--- src/rtl/selfprog_pkg.sv ---
package selfprog_pkg;

   typedef enum logic [2:0] {
      CMD_NONE,
      CMD_FILL,
      CMD_ERASE,
      CMD_WRITE,
      CMD_LOCK,
      CMD_REEN
   } cmd_e;

   typedef enum logic [1:0] {
      ST_IDLE,
      ST_ARMED,
      ST_LAUNCH,
      ST_RUN
   } seq_e;

   localparam int REG_W  = 8;
   localparam int LOW_W  = 5;
   localparam int LOCK_W = 8;
   localparam int BIT_IE   = 7;
   localparam int BIT_BUSY = 6;

   localparam logic [LOW_W-1:0] PAT_FILL  = 5'b00001;
   localparam logic [LOW_W-1:0] PAT_ERASE = 5'b00011;
   localparam logic [LOW_W-1:0] PAT_WRITE = 5'b00101;
   localparam logic [LOW_W-1:0] PAT_LOCK  = 5'b01001;
   localparam logic [LOW_W-1:0] PAT_REEN  = 5'b10001;

   function automatic cmd_e pat_decode(logic [LOW_W-1:0] p);
      cmd_e c;
      case (p)
         PAT_FILL:  c = CMD_FILL;
         PAT_ERASE: c = CMD_ERASE;
         PAT_WRITE: c = CMD_WRITE;
         PAT_LOCK:  c = CMD_LOCK;
         PAT_REEN:  c = CMD_REEN;
         default:   c = CMD_NONE;
      endcase
      return c;
   endfunction

endpackage

--- src/rtl/selfprog_decode.sv ---
module selfprog_decode
   import selfprog_pkg::*;
(
   input  logic [LOW_W-1:0] pat_i,
   output cmd_e             cmd_o,
   output logic             valid_o
);
   always_comb begin
      cmd_o   = pat_decode(pat_i);
      valid_o = (cmd_o != CMD_NONE);
   end
endmodule

--- src/rtl/selfprog_window.sv ---
module selfprog_window #(
   parameter int WINDOW = 4,
   parameter int CNT_W  = $clog2(WINDOW + 1)
) (
   input  logic clk_i,
   input  logic rst_ni,
   input  logic load_i,
   input  logic tick_i,
   output logic expire_o
);
   logic [CNT_W-1:0] cnt_q;

   always_ff @(posedge clk_i or negedge rst_ni) begin
      if (!rst_ni) begin
         cnt_q <= '0;
      end else if (load_i) begin
         cnt_q <= CNT_W'(WINDOW);
      end else if (tick_i && (cnt_q != '0)) begin
         cnt_q <= cnt_q - CNT_W'(1);
      end
   end

   assign expire_o = tick_i && (cnt_q == CNT_W'(1));
endmodule

--- src/rtl/selfprog_section.sv ---
module selfprog_section #(
   parameter int PG_W      = 8,
   parameter int RWW_PAGES = 224
) (
   input  logic [PG_W-1:0] page_i,
   output logic            in_rww_o
);
   localparam longint NPAGES = longint'(1) << PG_W;

   generate
      if (RWW_PAGES <= 0) begin : g_none
         logic unused_page;
         assign unused_page = ^page_i;
         assign in_rww_o = 1'b0;
      end else if (longint'(RWW_PAGES) >= NPAGES) begin : g_all
         logic unused_page;
         assign unused_page = ^page_i;
         assign in_rww_o = 1'b1;
      end else begin : g_cmp
         assign in_rww_o = (page_i < PG_W'(RWW_PAGES));
      end
   endgenerate
endmodule

--- src/rtl/selfprog_ctl.sv ---
module selfprog_ctl
   import selfprog_pkg::*;
#(
   parameter int ADDR_W    = 16,
   parameter int DATA_W    = 16,
   parameter int PAGE_LSB  = 8,
   parameter int RWW_PAGES = 224,
   parameter int WINDOW    = 4
) (
   input  logic                       clk_i,
   input  logic                       rst_ni,
   input  logic                       reg_we_i,
   input  logic [7:0]                 reg_wdata_i,
   output logic [7:0]                 reg_rdata_o,
   input  logic                       store_i,
   input  logic [ADDR_W-1:0]          store_addr_i,
   input  logic [DATA_W-1:0]          store_data_i,
   input  logic                       flash_busy_i,
   output logic                       buf_wr_o,
   output logic [ADDR_W-2:0]          buf_waddr_o,
   output logic [DATA_W-1:0]          buf_wdata_o,
   output logic                       erase_start_o,
   output logic                       write_start_o,
   output logic [ADDR_W-PAGE_LSB-1:0] page_o,
   output logic                       lock_wr_o,
   output logic [7:0]                 lock_val_o,
   output logic                       rww_reen_o,
   output logic                       buf_discard_o,
   output logic                       irq_o
);
   localparam int PG_W  = ADDR_W - PAGE_LSB;
   localparam int WA_W  = ADDR_W - 1;
   localparam int CNT_W = $clog2(WINDOW + 1);

   generate
      if (PAGE_LSB < 1 || PAGE_LSB >= ADDR_W) begin : g_bad_page
         $error("selfprog_ctl: PAGE_LSB must lie in 1..ADDR_W-1");
      end
      if (DATA_W < LOCK_W) begin : g_bad_data
         $error("selfprog_ctl: DATA_W must hold the lock byte");
      end
      if (WINDOW < 1) begin : g_bad_win
         $error("selfprog_ctl: WINDOW must be at least one cycle");
      end
   endgenerate

   seq_e                st_q;
   logic                ie_q, busy_q, loaded_q;
   logic [LOW_W-1:0]    low_q;
   logic                buf_wr_q, erase_q, write_q, lock_q, reen_q, discard_q;
   logic [WA_W-1:0]     waddr_q;
   logic [DATA_W-1:0]   wdata_q;
   logic [PG_W-1:0]     page_q;
   logic [LOCK_W-1:0]   lockv_q;

   cmd_e wr_cmd, cur_cmd;
   logic wr_valid, cur_valid;
   logic in_rww, expire;
   logic armed, accept, open_st, wr_ok, tick;
   logic unused_bits;

   assign unused_bits = store_addr_i[0] ^ cur_valid;

   selfprog_decode u_dec_wr (
      .pat_i   (reg_wdata_i[LOW_W-1:0]),
      .cmd_o   (wr_cmd),
      .valid_o (wr_valid)
   );

   selfprog_decode u_dec_cur (
      .pat_i   (low_q),
      .cmd_o   (cur_cmd),
      .valid_o (cur_valid)
   );

   selfprog_section #(.PG_W(PG_W), .RWW_PAGES(RWW_PAGES)) u_sec (
      .page_i   (store_addr_i[ADDR_W-1:PAGE_LSB]),
      .in_rww_o (in_rww)
   );

   assign armed   = (st_q == ST_ARMED);
   assign accept  = armed && store_i;
   assign open_st = (st_q == ST_IDLE) || armed;
   assign wr_ok   = reg_we_i && wr_valid && open_st && !accept;
   assign tick    = armed && !store_i && !wr_ok;

   selfprog_window #(.WINDOW(WINDOW), .CNT_W(CNT_W)) u_win (
      .clk_i    (clk_i),
      .rst_ni   (rst_ni),
      .load_i   (wr_ok),
      .tick_i   (tick),
      .expire_o (expire)
   );

   always_ff @(posedge clk_i or negedge rst_ni) begin
      if (!rst_ni) begin
         st_q      <= ST_IDLE;
         ie_q      <= 1'b0;
         busy_q    <= 1'b0;
         loaded_q  <= 1'b0;
         low_q     <= '0;
         buf_wr_q  <= 1'b0;
         erase_q   <= 1'b0;
         write_q   <= 1'b0;
         lock_q    <= 1'b0;
         reen_q    <= 1'b0;
         discard_q <= 1'b0;
         waddr_q   <= '0;
         wdata_q   <= '0;
         page_q    <= '0;
         lockv_q   <= '0;
      end else begin
         buf_wr_q  <= 1'b0;
         erase_q   <= 1'b0;
         write_q   <= 1'b0;
         lock_q    <= 1'b0;
         reen_q    <= 1'b0;
         discard_q <= 1'b0;
         if (reg_we_i) begin
            ie_q <= reg_wdata_i[BIT_IE];
         end
         case (st_q)
            ST_IDLE, ST_ARMED: begin
               if (accept) begin
                  case (cur_cmd)
                     CMD_FILL: begin
                        buf_wr_q <= 1'b1;
                        waddr_q  <= store_addr_i[ADDR_W-1:1];
                        wdata_q  <= store_data_i;
                        busy_q   <= 1'b0;
                        loaded_q <= 1'b1;
                        low_q    <= '0;
                        st_q     <= ST_IDLE;
                     end
                     CMD_ERASE, CMD_WRITE: begin
                        erase_q <= (cur_cmd == CMD_ERASE);
                        write_q <= (cur_cmd == CMD_WRITE);
                        page_q  <= store_addr_i[ADDR_W-1:PAGE_LSB];
                        if (in_rww) begin
                           busy_q <= 1'b1;
                        end
                        if (cur_cmd == CMD_WRITE) begin
                           loaded_q <= 1'b0;
                        end
                        st_q <= ST_LAUNCH;
                     end
                     CMD_LOCK: begin
                        lock_q  <= 1'b1;
                        lockv_q <= store_data_i[LOCK_W-1:0];
                        low_q   <= '0;
                        st_q    <= ST_IDLE;
                     end
                     CMD_REEN: begin
                        if (!flash_busy_i) begin
                           busy_q <= 1'b0;
                           reen_q <= 1'b1;
                        end
                        low_q <= '0;
                        st_q  <= ST_IDLE;
                     end
                     default: begin
                        low_q <= '0;
                        st_q  <= ST_IDLE;
                     end
                  endcase
               end else if (wr_ok) begin
                  low_q <= reg_wdata_i[LOW_W-1:0];
                  st_q  <= ST_ARMED;
                  if ((wr_cmd == CMD_REEN) && loaded_q) begin
                     discard_q <= 1'b1;
                     loaded_q  <= 1'b0;
                  end
               end else if (expire) begin
                  low_q <= '0;
                  st_q  <= ST_IDLE;
               end
            end
            ST_LAUNCH: begin
               if (flash_busy_i) begin
                  st_q <= ST_RUN;
               end
            end
            ST_RUN: begin
               if (!flash_busy_i) begin
                  low_q <= '0;
                  st_q  <= ST_IDLE;
               end
            end
            default: st_q <= ST_IDLE;
         endcase
      end
   end

   assign reg_rdata_o   = {ie_q, busy_q, 1'b0, low_q};
   assign irq_o         = ie_q && !low_q[0];
   assign buf_wr_o      = buf_wr_q;
   assign buf_waddr_o   = waddr_q;
   assign buf_wdata_o   = wdata_q;
   assign erase_start_o = erase_q;
   assign write_start_o = write_q;
   assign page_o        = page_q;
   assign lock_wr_o     = lock_q;
   assign lock_val_o    = lockv_q;
   assign rww_reen_o    = reen_q;
   assign buf_discard_o = discard_q;
endmodule

--- config.mk ---
export PLATFORM = sky130hd
export DESIGN_NAME = selfprog_ctl
export DESIGN_NICKNAME = d
export VERILOG_FILES = /design/src/rtl/selfprog_pkg.sv /design/src/rtl/selfprog_decode.sv /design/src/rtl/selfprog_window.sv /design/src/rtl/selfprog_section.sv /design/src/rtl/selfprog_ctl.sv
export SDC_FILE = /design/constraint.sdc
export NUM_CORES = 1
export LEC_CHECK = 0
export BUFFER_PORTS_ARGS = -buffer_cell sky130_fd_sc_hd__buf_2
export CELL_PAD_IN_SITES_DETAIL_PLACEMENT = 0
export CELL_PAD_IN_SITES_GLOBAL_PLACEMENT = 2
export CORE_ASPECT_RATIO = 1.1
export CORE_UTILIZATION = 34
export DETAILED_ROUTE_END_ITERATION = 16
export GPL_ROUTABILITY_DRIVEN = 0
export MAX_ROUTING_LAYER = met4
export PLACE_DENSITY = 0.95
export SLEW_MARGIN = 20
export SYNTH_ARGS = -nofsm -noshare
export SYNTH_HDL_FRONTEND = slang
export SYNTH_SLANG_ARGS = --single-unit
--- constraint.sdc ---
create_clock -name clk_i -period 3.4 [get_ports clk_i]
set_input_delay 0.34 -clock clk_i [delete_from_list [all_inputs] [get_ports clk_i]]
set_output_delay 0.34 -clock clk_i [all_outputs]
set_load 0.01 [all_outputs]
; ---- Yosys cells after proc, flatten, opt, wreduce, memory -nomap -nowiden
; Index checks and enable logic that the tools add are counted.
[word_totals]
elab_cells = 123
register_bits = 66
out_inout_bits = 62
input_bits = 45
[classes]
add_sub_neg = 1
reduce_logical = 32
magnitude_cmp = 1
eq_ne = 28
muxes = 45
[op_table]
columns = op, n
row1 = $pmux 3 s5, 2
row2 = $mux 1, 26
row3 = $mux 5, 5
row4 = $mux 2, 6
row5 = $reduce_and 3->1, 4
row6 = $eq 5x1->1 const B, 2
row7 = $eq 5x2->1 const B, 2
row8 = $eq 5x3->1 const B, 2
row9 = $eq 5x4->1 const B, 2
row10 = $eq 5x5->1 const B, 2
row11 = $logic_and 1x1->1, 10
row12 = $pmux 5 s2, 1
row13 = $reduce_and 5->1, 2
row14 = $eq 3x3->1 const B, 3
row15 = $reduce_bool 3->1, 3
row16 = $lt 8x8->1 const B, 1
row17 = $ne 2x2->1 const B, 4
row18 = $reduce_bool 2->1, 4
row19 = $eq 3x1->1 const B, 2
row20 = $eq 3x2->1 const B, 2
row21 = $mux 3, 2
row22 = $ne 3x3->1 const B, 2
row23 = $pmux 2 s3, 1
row24 = $eq 2x2->1 const B, 2
row25 = 11 further kinds, 15

; ---- Depth between registers and ports, before layout
[logic_depth]
ltp_word = 13
mapped_depth = 7
mapped_depth_nobuf = 6

; ---- Hierarchy
; Synthesis repeated with hierarchy kept, for this count alone.
[hier_totals]
hier_cells = 214
hier_area_um2 = 2926.6
[by_module_without_submodules]
columns = module, instances, area_per_inst_um2, seq_area_each_um2, cells_each
row1 = selfprog_ctl, 1, 2570.0, 1576.5, 176
row2 = selfprog_window, 1, 203.9, 75.1, 19
row3 = selfprog_decode, 2, 73.8, 0.0, 9
row4 = selfprog_section, 1, 5.0, 0.0, 1

; ---- Worst setup path before layout
; No wires, ideal clock.
[synth_path]
path_kind = reg2reg
startpoint = register low_q[1]
endpoint = register waddr_q[10] (netlist: buf_waddr_o[10])
period_less_slack_ns = 1.835
path_buffers = 2
setup_ns = 0.125
required_ns = 3.275
slack_ns = 1.565
arrival_ns = 1.709
stages_incl_launch_ff = 8
path_cell_list = dfrtp_1 nand2b_4 or3_4 nand2b_4 buf_6 inv_8 buf_12 mux2_4
[synth_via]
elab_chain_len = 4
elab_cells_between_ends = 8
cone_classes = eq/ne (6) / mux (1) / reduce/logical (1)
[synth_lines]
columns = item, line_no
row1 = start: declaration, selfprog_ctl.sv:49  ; logic [LOW_W-1:0] low_q;
row2 = start signal: assignment, selfprog_ctl.sv:167  ; low_q <= reg_wdata_i[LOW_W-1:0];
row3 = "$eq 5x5->1, or another cell as far along", selfprog_pkg.sv:33  ; case (p)
row4 = $pmux 3 s5 (*), selfprog_pkg.sv:33
row5 = $eq 3x1->1 (*), selfprog_ctl.sv:125  ; case (cur_cmd)
row6 = $reduce_and 3->1 (no line) (*), --
row7 = end signal: assignment, selfprog_ctl.sv:128  ; waddr_q <= store_addr_i[ADDR_W-1:1];
row8 = end: declaration, selfprog_ctl.sv:51  ; logic [WA_W-1:0] waddr_q;
; Every way passes the cells marked *; elsewhere a longest branch is shown, timed or not.
; A chain may end at the register's enable or synchronous reset.

; ---- Worst setup path in the final report
[layout_path]
startpoint = register st_q[1]
endpoint = register lockv_q[2] (netlist: lock_val_o[2])
[layout_via]
elab_chain_len = 3
elab_cells_between_ends = 5
cone_classes = eq/ne (1) / reduce/logical (4)
[layout_lines]
columns = item, line_no
row1 = start: declaration, selfprog_ctl.sv:47  ; seq_e st_q;
row2 = start signal: assignment, selfprog_ctl.sv:97  ; st_q <= ST_IDLE;
row3 = start signal: assignment, selfprog_ctl.sv:133  ; st_q <= ST_IDLE;
row4 = start signal: assignment, selfprog_ctl.sv:145  ; st_q <= ST_LAUNCH;
row5 = $eq 2x1->1 / $logic_not 2->1 (equally long branches), "selfprog_ctl.sv:81, selfprog_ctl.sv:122"
row6 = $reduce_or 2->1 / $logic_and 1x1->1 (equally long branches), "selfprog_ctl.sv:122, selfprog_ctl.sv:82"
row7 = $reduce_and 3->1 (no line) (*), --
row8 = end signal: assignment, selfprog_ctl.sv:149  ; lockv_q <= store_data_i[LOCK_W-1:0];
row9 = end: declaration, selfprog_ctl.sv:54  ; logic [LOCK_W-1:0] lockv_q;
; Marks and branches as above.

==> impl_metrics.ini <==
[clocking]
post-cts-setup-buffers = 0
cts.sinks = 66
clockBufferDepth = 2
cts_made_buffers = 9
cts_resized = 0
clk_latency_ns = 0.33
clk_pin_slew_ns = 0.08
h-tree-depth = 3
cts_tree = built
clockRootBuffer = clkbuf_8

[global_route]
grt_pass1_vias = 1861
grt_max_degree = 30
track_usage = 0.1425
overflow = 0
grt_pass1_wl_mm = 9.087
antenna_found_initial = 0

[setup_path]
cp.arrival_ns = 2.29
worstPathCellList = nand3b_1 > nor2_1 > nand4bb_1 > mux2_2
r2r.worst_path.cells = 4
path_class = reg -> reg
critical-path-slowest-cell = nand4bb_1
worstPathMaxFanout = 9
cp.required_ns = 3.61
slowest_delay_ns = 0.48
reg2reg_slack_ns = 1.33
end_kind = register
start_kind = register

[finish]
synthToLayoutAreaGrowth_pct = 28.65
fillers = 786
fin_util = 0.4553
regArea_um2 = 1652
multi_input_area_um2 = 1057
final_layout_size_suffix_gt1_frac = 0.5705
fin_area_um2 = 3641
stdcell_count = 413
antennaDiodeCount = 0
nets = 349

[worst_hold_path]
holdCritPathClass = in -> reg
hold_depth = 2

[placement]
placed_cell_area_um2 = 3415
port_buffers = 102
dpl.hpwl_mm = 4.080
pre_cts_ws_ns = 1.271
place_inst = 397

[floorplanning]
rows = 34
pin_count = 107
die_w_um = 88.99
die_area_um2 = 8693
initial_core_util = 0.3539
core-area_um2 = 7998
die_height_um = 97.69

[pwr]
combPwrFrac = 0.349
p_leak_nw = 1.949
p_int_mw = 2.108
power_frac_clock = 0.232
netSwitchingPower_mw = 0.9698
peakVddDrop_v = 0.0002930
power_density_nw_per_um2 = 845.2
seqPwrFrac = 0.420
p_total_mw = 3.077
sw_frac_of_total = 0.3151

[yosys]
syn_nets = 240
syn_avg_cell_area_um2 = 14.74
syn_inst = 192
synth-edff-count = 0
yosysSeqAreaShare = 0.5836
synth_area_um2 = 2830
synth_area_leader_cell = dfrtp_1
synth-seq-cells = 66
ys_types = 43
yosysTopAreaCellShare = 0.5836
synthTopCellsByArea = dfrtp_1 58%, mux2_2 12%, mux2_4 9.5%
async_flop_share = 1.000
ys_warn_count = 0
ys.flop_type = dfrtp_1

[timing]
max_freq_mhz = 482.0
final.setup.tns_ns = 0
maxSlewViolCount = 0
tightest_slew_ns = 0.8231
timing_hold_violations_final = 0
slew_headroom = 0.4479
rsz0062_at_grt = false
layout_worst_path_cycle_share = 0.6102
setup_ws_ns = 1.325
clock_skew_ns = 0.006043
period_minus_slack_ns = 2.075
fin_hold_ws_ns = 0.2296
setup_viol = 0

[drt]
drc = 0
wl_per_cell_um = 13.63
drt_iter0_drc = 52
viasPerCell = 4.615
num_vias = 1906
drtAntennaViolNets = 0
dr.pass1.iters = 4
finalWirelength_mm = 5.629

[job]
drv_cap = 0

[outcome]
outcome = finished clean
-- worst paths after layout --
path | startpoint | to
worst max-delay path | st_q[1]$_DFFE_PN0P_ | lock_val_o[2]$_DFFE_PN0P_
worst max register to register | st_q[1]$_DFFE_PN0P_ | lock_val_o[2]$_DFFE_PN0P_
max in group asynchronous | rst_ni | lock_val_o[4]$_DFFE_PN0P_
worst min register to register | buf_wdata_o[3]$_DFFE_PN0P_ | buf_wdata_o[3]$_DFFE_PN0P_
min in group asynchronous | rst_ni | buf_waddr_o[10]$_DFFE_PN0P_
worst min-delay path | store_addr_i[6] | buf_waddr_o[5]$_DFFE_PN0P_
-- cell type report --
class                           instances  share of cell area
Sequential cell                        66              0.4536
Multi-Input combinational cell        110              0.2904
Timing Repair Buffer                  106              0.1491
Tap cell                              108             0.03711
Clock buffer                            9             0.03402
Clock inverter                          6             0.02543
Inverter                                8             0.01031
-- state kept, by name (all words and copies together) (netlist names) --
signal         flops
buf_wdata_o       16
low_q              5
page_o             8
lock_wr_o          1
write_start_o      1
rww_reen_o         1
lock_val_o         8
busy_q             1
ie_q               1
u_win.cnt_q        3
buf_discard_o      1
buf_waddr_o       15
erase_start_o      1
buf_wr_o           1
loaded_q           1
st_q               2
-- cells in the mapped netlist, types with 2 or more instances --
master / number
a211o_1: 2
a21o_1: 2
a21oi_1: 5
a22o_1: 4
buf_12: 2
buf_2: 2
buf_4: 3
dfrtp_1: 66
ha_1: 3
inv_1: 7
mux2_2: 30
mux2_4: 18
nand2_1: 5
nand2b_4: 2
nand3b_1: 3
nor2_1: 3
nor2b_1: 2
nor3_1: 2
nor4b_1: 2
o21ai_0: 5
or3_1: 2
-- layout by cell type (no fill, tap or decap), types with 2 or more instances in the layout --
| master | count |
|---|---|
| buf_2 | 102 |
| dfrtp_1 | 66 |
| mux2_2 | 30 |
| mux2_4 | 18 |
| clkbuf_8 | 9 |
| inv_1 | 7 |
| nand2_1 | 5 |
| a21oi_1 | 5 |
| o21ai_0 | 5 |
| a22o_1 | 4 |
| nand3b_1 | 3 |
| nor2_1 | 3 |
| ha_1 | 3 |
| buf_4 | 3 |
| nand2b_4 | 2 |
| nor2b_1 | 2 |
| nor4b_1 | 2 |
| a211o_1 | 2 |
| or3_1 | 2 |
| a21o_1 | 2 |
| nor3_1 | 2 |
| clkinv_4 | 2 |
| clkinvlp_4 | 2 |
| bufinv_16 | 2 |
-- critical path, delay by kind of cell, from the launching register on --
| family | cells | cell delay [ns] |
|---|---|---|
| DFF | 1 | 0.44 |
| muxes | 1 | 0.44 |
| and+or+nand+nor | 3 | 1.08 |
-- logic make-up after synthesis --
family,after synthesis,synth area share
flip-flops,66,0.5836
multiplexers,48,0.2149
AND/OR/NAND/NOR,32,0.08002
AO/OA/AOI/OAI,25,0.06101
buffers and inverters,16,0.04288
adder cells (fa/ha/maj),3,0.01326
other,1,0.001325
XOR/XNOR,1,0.003095
-- power by group through the flow --
stage               clock (mW)  sequential, mW  combinational, mW
floorplan                    0            1.42              0.553
global placement             0            1.29               1.07
detailed placement           0            1.30               1.09
CTS                      0.736            1.29               1.09
global route             0.762            1.33               1.19
finish                   0.713            1.29               1.07
-- what timing repair did --
item                                    CTS  global route
hold endpoints to repair                 21             0
endpoints found under the setup margin    0             0
hold buffers                              1             0
-- layer usage --
metal	GRT usage	part of all wire	up-vias
met5	-	0	-
met4	0.06593	0.021	0
met3	0.02974	0.049	13
met2	0.2237	0.49	64
met1	0.1742	0.44	924
li1	-	-	905
Note: power is estimated with default switching activity, not from simulation.
